==> src/rtl/spi_port_pkg.sv <==
package spi_port_pkg;
    localparam int CFG_W    = 8;
    localparam int CODE_W   = 3;
    // configuration bit positions
    localparam int B_MODE    = 0;
    localparam int B_IRQSEL  = 1;
    localparam int B_SSEN_N  = 2;
    localparam int B_SS      = 3;
    localparam int B_BYPASS  = 4;
    localparam int B_CODE_LO = 5;

    typedef enum logic {
        ROLE_MASTER = 1'b0,
        ROLE_SLAVE  = 1'b1
    } role_e;
endpackage

==> src/rtl/spi_port_sync.sv <==
module spi_port_sync #(
    parameter int           W       = 3,
    parameter logic [W-1:0] RST_VAL = '0
) (
    input  logic         clk,
    input  logic         rst_n,
    input  logic         bypass,
    input  logic [W-1:0] din,
    output logic [W-1:0] dout
);
    for (genvar i = 0; i < W; i++) begin : g_bit
        logic s1_q, s2_q;
        always_ff @(posedge clk or negedge rst_n) begin
            if (!rst_n) begin
                s1_q <= RST_VAL[i];
                s2_q <= RST_VAL[i];
            end else begin
                s1_q <= din[i];
                s2_q <= s1_q;
            end
        end
        assign dout[i] = bypass ? din[i] : s2_q;
    end
endmodule

==> src/rtl/spi_port_clkdiv.sv <==
module spi_port_clkdiv #(
    parameter int CODE_W = 3
) (
    input  logic              clk,
    input  logic              rst_n,
    input  logic              run,
    input  logic [CODE_W-1:0] code,
    output logic              tick
);
    localparam int CNT_W = (1 << CODE_W) - 1;

    logic [CNT_W-1:0] cnt_d, cnt_q;
    logic [CNT_W:0]   half;
    logic [CNT_W-1:0] limit;

    always_comb begin
        half  = (CNT_W+1)'(1) << code;
        limit = CNT_W'(half - 1'b1);
        tick  = run && (cnt_q == limit);
        if (!run || tick) cnt_d = '0;
        else              cnt_d = cnt_q + 1'b1;
    end

    always_ff @(posedge clk or negedge rst_n) begin
        if (!rst_n) cnt_q <= '0;
        else        cnt_q <= cnt_d;
    end
endmodule

==> src/rtl/spi_port.sv <==
module spi_port
    import spi_port_pkg::*;
#(
    parameter int DATA_W = 8
) (
    input  logic             clk,
    input  logic             rst_n,
    input  logic             en,
    input  logic             cfg_we,
    input  logic [CFG_W-1:0] cfg_wdata,
    output logic [CFG_W-1:0] cfg_rdata,
    input  logic             tx_we,
    input  logic [DATA_W-1:0] tx_wdata,
    output logic [DATA_W-1:0] rx_data,
    input  logic             stat_re,
    output logic             st_tx_empty,
    output logic             st_done,
    output logic             irq,
    output logic             sclk_out,
    input  logic             sclk_in,
    output logic             sdo,
    input  logic             sdi,
    input  logic             csn_in
);
    localparam int CNT_W = $clog2(DATA_W);

    typedef struct packed {
        logic [CFG_W-1:0]  cfg;
        logic [DATA_W-1:0] txb;
        logic              tx_full;
        logic [DATA_W-1:0] sr;
        logic [DATA_W-1:0] rsh;
        logic [DATA_W-1:0] rxd;
        logic [CNT_W-1:0]  cnt;
        logic              last;
        logic              active;
        logic              sclk;
        logic              sclk_p;
        logic              st_empty;
        logic              st_done;
        logic              irq;
    } state_t;

    state_t d, q;

    logic  csn_s, sclk_s, sdi_s;
    logic  tick, run, sel;
    logic  sample, shift, load, empty_ev, done_ev;
    logic  [DATA_W-1:0] rx_next;
    role_e role;

    spi_port_sync #(.W(3), .RST_VAL(3'b100)) u_sync (
        .clk    (clk),
        .rst_n  (rst_n),
        .bypass (q.cfg[B_BYPASS]),
        .din    ({csn_in, sclk_in, sdi}),
        .dout   ({csn_s, sclk_s, sdi_s})
    );

    assign role = role_e'(q.cfg[B_MODE]);
    assign run  = en && (role == ROLE_MASTER) && q.active;
    assign sel  = en && (role == ROLE_SLAVE) &&
                  (q.cfg[B_SSEN_N] ? !csn_s : !q.cfg[B_SS]);

    spi_port_clkdiv #(.CODE_W(CODE_W)) u_div (
        .clk   (clk),
        .rst_n (rst_n),
        .run   (run),
        .code  (q.cfg[B_CODE_LO +: CODE_W]),
        .tick  (tick)
    );

    always_comb begin
        d        = q;
        sample   = 1'b0;
        shift    = 1'b0;
        load     = 1'b0;
        empty_ev = 1'b0;
        done_ev  = 1'b0;
        rx_next  = {q.rsh[DATA_W-2:0], sdi_s};
        d.sclk_p = sclk_s;

        if (cfg_we && !en) d.cfg = cfg_wdata;

        if (!en) begin
            d.active = 1'b0;
            d.sclk   = 1'b0;
            d.cnt    = '0;
            d.last   = 1'b0;
        end else if (role == ROLE_MASTER) begin
            if (!q.active) begin
                if (q.tx_full) begin
                    d.active = 1'b1;
                    d.cnt    = '0;
                    d.sclk   = 1'b0;
                    load     = 1'b1;
                end
            end else if (tick) begin
                if (!q.sclk) begin
                    d.sclk = 1'b1;
                    sample = 1'b1;
                end else begin
                    d.sclk = 1'b0;
                    if (q.last) begin
                        d.active = 1'b0;
                        d.last   = 1'b0;
                    end else begin
                        shift = 1'b1;
                    end
                end
            end
        end else begin
            d.sclk = 1'b0;
            if (!sel) begin
                // leaving mid-byte drops the partial byte
                d.active = 1'b0;
                d.last   = 1'b0;
                d.cnt    = '0;
            end else if (!q.active) begin
                d.active = 1'b1;
                d.cnt    = '0;
                load     = 1'b1;
            end else begin
                if (sclk_s && !q.sclk_p) sample = 1'b1;
                if (!sclk_s && q.sclk_p) begin
                    if (q.last) begin
                        d.last = 1'b0;
                        load   = 1'b1;
                    end else begin
                        shift = 1'b1;
                    end
                end
            end
        end

        if (sample) begin
            d.rsh = rx_next;
            if (q.cnt == CNT_W'(DATA_W-1)) begin
                d.rxd   = rx_next;
                d.cnt   = '0;
                d.last  = 1'b1;
                done_ev = 1'b1;
            end else begin
                d.cnt = q.cnt + 1'b1;
            end
        end
        if (shift) d.sr = {q.sr[DATA_W-2:0], 1'b0};
        if (load) begin
            d.sr = q.txb;
            if (q.tx_full) begin
                d.tx_full = 1'b0;
                empty_ev  = 1'b1;
            end
        end

        if (tx_we) begin
            d.txb     = tx_wdata;
            d.tx_full = 1'b1;
        end

        d.st_empty = empty_ev | (q.st_empty & ~stat_re);
        d.st_done  = done_ev  | (q.st_done  & ~stat_re);
        d.irq      = q.cfg[B_IRQSEL] ? done_ev : empty_ev;
    end

    always_ff @(posedge clk or negedge rst_n) begin
        if (!rst_n) q <= '0;
        else        q <= d;
    end

    assign cfg_rdata   = q.cfg;
    assign rx_data     = q.rxd;
    assign st_tx_empty = q.st_empty;
    assign st_done     = q.st_done;
    assign irq         = q.irq;
    assign sclk_out    = q.sclk;
    assign sdo         = q.sr[DATA_W-1];
endmodule

==> config.mk <==
export PLATFORM = sky130hd
export DESIGN_NAME = spi_port
export DESIGN_NICKNAME = d
export VERILOG_FILES = /design/src/rtl/spi_port_pkg.sv /design/src/rtl/spi_port_sync.sv /design/src/rtl/spi_port_clkdiv.sv /design/src/rtl/spi_port.sv
export SDC_FILE = /design/constraint.sdc
export NUM_CORES = 1
export LEC_CHECK = 0
export BUFFER_PORTS_ARGS = -buffer_cell sky130_fd_sc_hd__buf_2
export CORE_MARGIN = 8
export CORE_UTILIZATION = 45
export DETAILED_ROUTE_END_ITERATION = 10
export PLACE_DENSITY = 0.65
export SKIP_LAST_GASP = 1
export SYNTH_ARGS = -nofsm -noshare
export SYNTH_HDL_FRONTEND = slang
export SYNTH_SLANG_ARGS = --single-unit
export TNS_END_PERCENT = 1
==> constraint.sdc <==
create_clock -name clk -period 3.8 [get_ports clk]
set_input_delay 0.76 -clock clk [delete_from_list [all_inputs] [get_ports clk]]
set_output_delay 0.76 -clock clk [all_outputs]
set_load 0.02 [all_outputs]
==> results.yml <==
outcome:
  status: "complete, no violations"
die:
  design.die.area_um2: 9730
  num_rows: 30
  die_x_um: 98.6
  die_h_um: 98.6
  num_io_pins: 46
  core_um2: 6720
  initial_core_util_pct: 45.7
cells_and_area:
  post-route-util_pct: 50.6
  diodes: 0
  fillers: 610
  nNetsFinal: 328
  postLayoutCellArea_um2: 3400
  drive_gt1_share_pct: 32.9
  final_common_cell: "dfrtp_1"
  final_cell_mix: "dfrtp_1, buf_2, mux2_2"
  syn2layout_area_growth_pct: 10.6
route:
  drt_pre_antenna_iters: 4
  post_drt_wl_per_cell_um: 14.8
  wirelength_mm: 5.68
  route.detailed.drc: 0
  drtAntennaViolNets: 0
  viasPerCell: 5.25
  drt-initial-drc-count: 98
  vias: 2015
power:
  ir_worst_vdd_uv: 235
  p_per_area_nw_per_um2: 463
  p_leak_nw: 1.54
cts:
  clkSlewWorstSetupHoldPaths_ps: 70
  clk_latency_ps: 330
  cts_hold_buf: 0
  cts_setup_buffers: 0
  cts.path.max_buffers: 2
  clkSinkCount: 63
  cts_made_buffers: 9
  htreeDepth: 3
  cts_resized: 0
  cts_tree: "built"
  ctsRootBufferMaster: "clkbuf_8"
logic_synthesis:
  synth_edf_count: 0
  syn_nets: 296
  synth.top_cell.area_share_pct: 49.7
  synthTopCellsByArea: "dfrtp_1, mux2_2, buf_4"
  synth_flop_cell: "dfrtp_1"
  synthCells: 267
  yosysWarnings: 0
  async_reset_ff_share_pct: 100
  synth_top_cell_by_area: "dfrtp_1"
  syn_area_um2: 3070
  synth_seq_area_share_pct: 51.4
  avgSynthCellArea_um2: 11.5
  synth.distinct_cells: 49
  synth-seq-cells: 63
worst_setup_path:
  crit_chain: "nor2_1 > nand2_1 > ha_1 > xor2_1 > o21ai_0 > a221oi_4 > nor3_4 > a21o_1 > mux2_2"
  r2r_cells: 9
  rr_startpoint: "cfg_rdata[6]"
  critPathSlowestCell: "dfrtp_1"
  critPathLaunchType: "register"
  endpoint_kind: "register"
  critPathLaunch: "cfg_rdata[6]"
  critPathRequiredTime_ps: 4010
  rrSetupSlack_ps: 780
  max_stage_delay_ps: 510
  crit_type: "reg -> reg"
  r2r_end: "q[22]"
  cp.arrival_ps: 3230
  cp_max_fo: 13
timing:
  hold_viol_final: 0
  setup_tns_ps: 0
  finalCritPeriodShare_pct: 79.6
  period_needed_ps: 3020
  fin_hold_ws_ps: 353
  slew_headroom_pct: 49.5
  fmax_mhz: 331
  slew_viol_final: 0
  rsz0062_at_grt: "false"
  clock_skew_ps: 9.37
  setup_violations: 0
  worst_pin_slew_ps: 756
min_path:
  min_path_cells: 0
  hp-class: "reg -> reg"
  hold_start: "u_sync.g_bit[1].s1_q"
  min_to: "u_sync.g_bit[1].s2_q"
global_routing:
  grt_remaining_overflow: 0
  grt_max_degree: 42
  antenna_found_initial: 0
  first_global_vias: 2079
  grt_use_total_pct: 12.3
  grt_pass1_wl_mm: 9.69
run:
  cap_violations: 0
placed_design:
  dp_hpwl_mm: 4.11
  place.gp.congestion: 0.808
  io_buffers: 45
  place_area_um2: 3230
[final cells by class]
cell class	count	area, µm²	area share, %
Clock inverter	3	18.8	0.552
Clock buffer	13	149	4.38
Timing Repair Buffer	47	240	7.07
Tap cell	80	100	2.95
Multi-Input combinational cell	166	1270	37.3
Inverter	12	45.0	1.33
Sequential cell	63	1580	46.5
[per-stage QoR]
| step | power, mW | instances | setup WS, ps |
|---|---|---|---|
| 2_1_floorplan | 1.03 | 267 | 1160 |
| 3_3_place_gp | 1.08 | 368 | 884 |
| 3_5_place_dp | 1.09 | 368 | 795 |
| 4_1_cts | 1.60 | 384 | 768 |
| 5_1_grt | 1.67 | 384 | 483 |
| 6_report | 1.57 | 384 | 777 |
[cells in the mapped netlist, types with 3 or more instances]
cell type	n
xnor2_1	8
nand3b_1	8
ha_1	4
buf_4	18
nand3_1	5
inv_1	12
mux2i_1	6
clkbuf_1	5
nor3_1	3
nand2b_1	3
nand2_1	18
a31oi_1	9
mux2_2	31
nor2_1	19
dfrtp_1	61
o21ai_0	16
[sequential cells by signal, summed over array words and instances, names as in the netlist]
| signal | flops |
|---|---|
| rx_data | 8 |
| u_div.cnt_q | 7 |
| st_done | 1 |
| q | 29 |
| u_sync.g_bit.s1_q | 3 |
| st_tx_empty | 1 |
| u_sync.g_bit.s2_q | 3 |
| sclk_out | 1 |
| cfg_rdata | 8 |
| irq | 1 |
| sdo | 1 |
[metal layers]
metal / vias to the layer above / wire (µm) / GRT usage (%)
met5: - / 0 / 0
met4: 0 / 72 / 4.96
met3: 9 / 272 / 4.09
met2: 33 / 2720 / 20.2
met1: 988 / 2610 / 14.3
li1: 985 / - / -
[report_power, final]
group	total, mW	internal [mW]	leakage (nW)	switching [mW]
Combinational	0.268	0.125	0.657	0.143
Clock	0.499	0.254	0.0874	0.244
Sequential	0.806	0.745	0.795	0.0605
Total	1.57	1.12	1.54	0.448
[worst max-delay path: cells and delay by family, from the launching register on]
family,cells,cell delay (ps)
and+or+nand+nor,3,600
xor gates and xnor gates,1,180
AOI/OAI and AO/OA,3,890
adders and majority gates,1,310
muxes,1,390
DFF,1,510
[cells by family after synthesis]
logic type	count (synthesis)	synth area share [%]
and+or+nand+nor	72	13.0
DFF	63	51.4
AOI/OAI and AO/OA	43	10.5
buffers and inverters	38	7.37
muxes	37	13.3
xor gates and xnor gates	10	2.85
adders and majority gates	4	1.63
[worst max path at each step]
| stage | end | slack, ps |
|---|---|---|
| floorplan | rx_data[0] | 1160 |
| global placement | q[21] | 880 |
| detailed placement | q[22] | 790 |
| CTS | q[22] | 770 |
| global route | q[22] | 480 |
| finish | q[22] | 780 |
(Power assumes the default switching activity.)
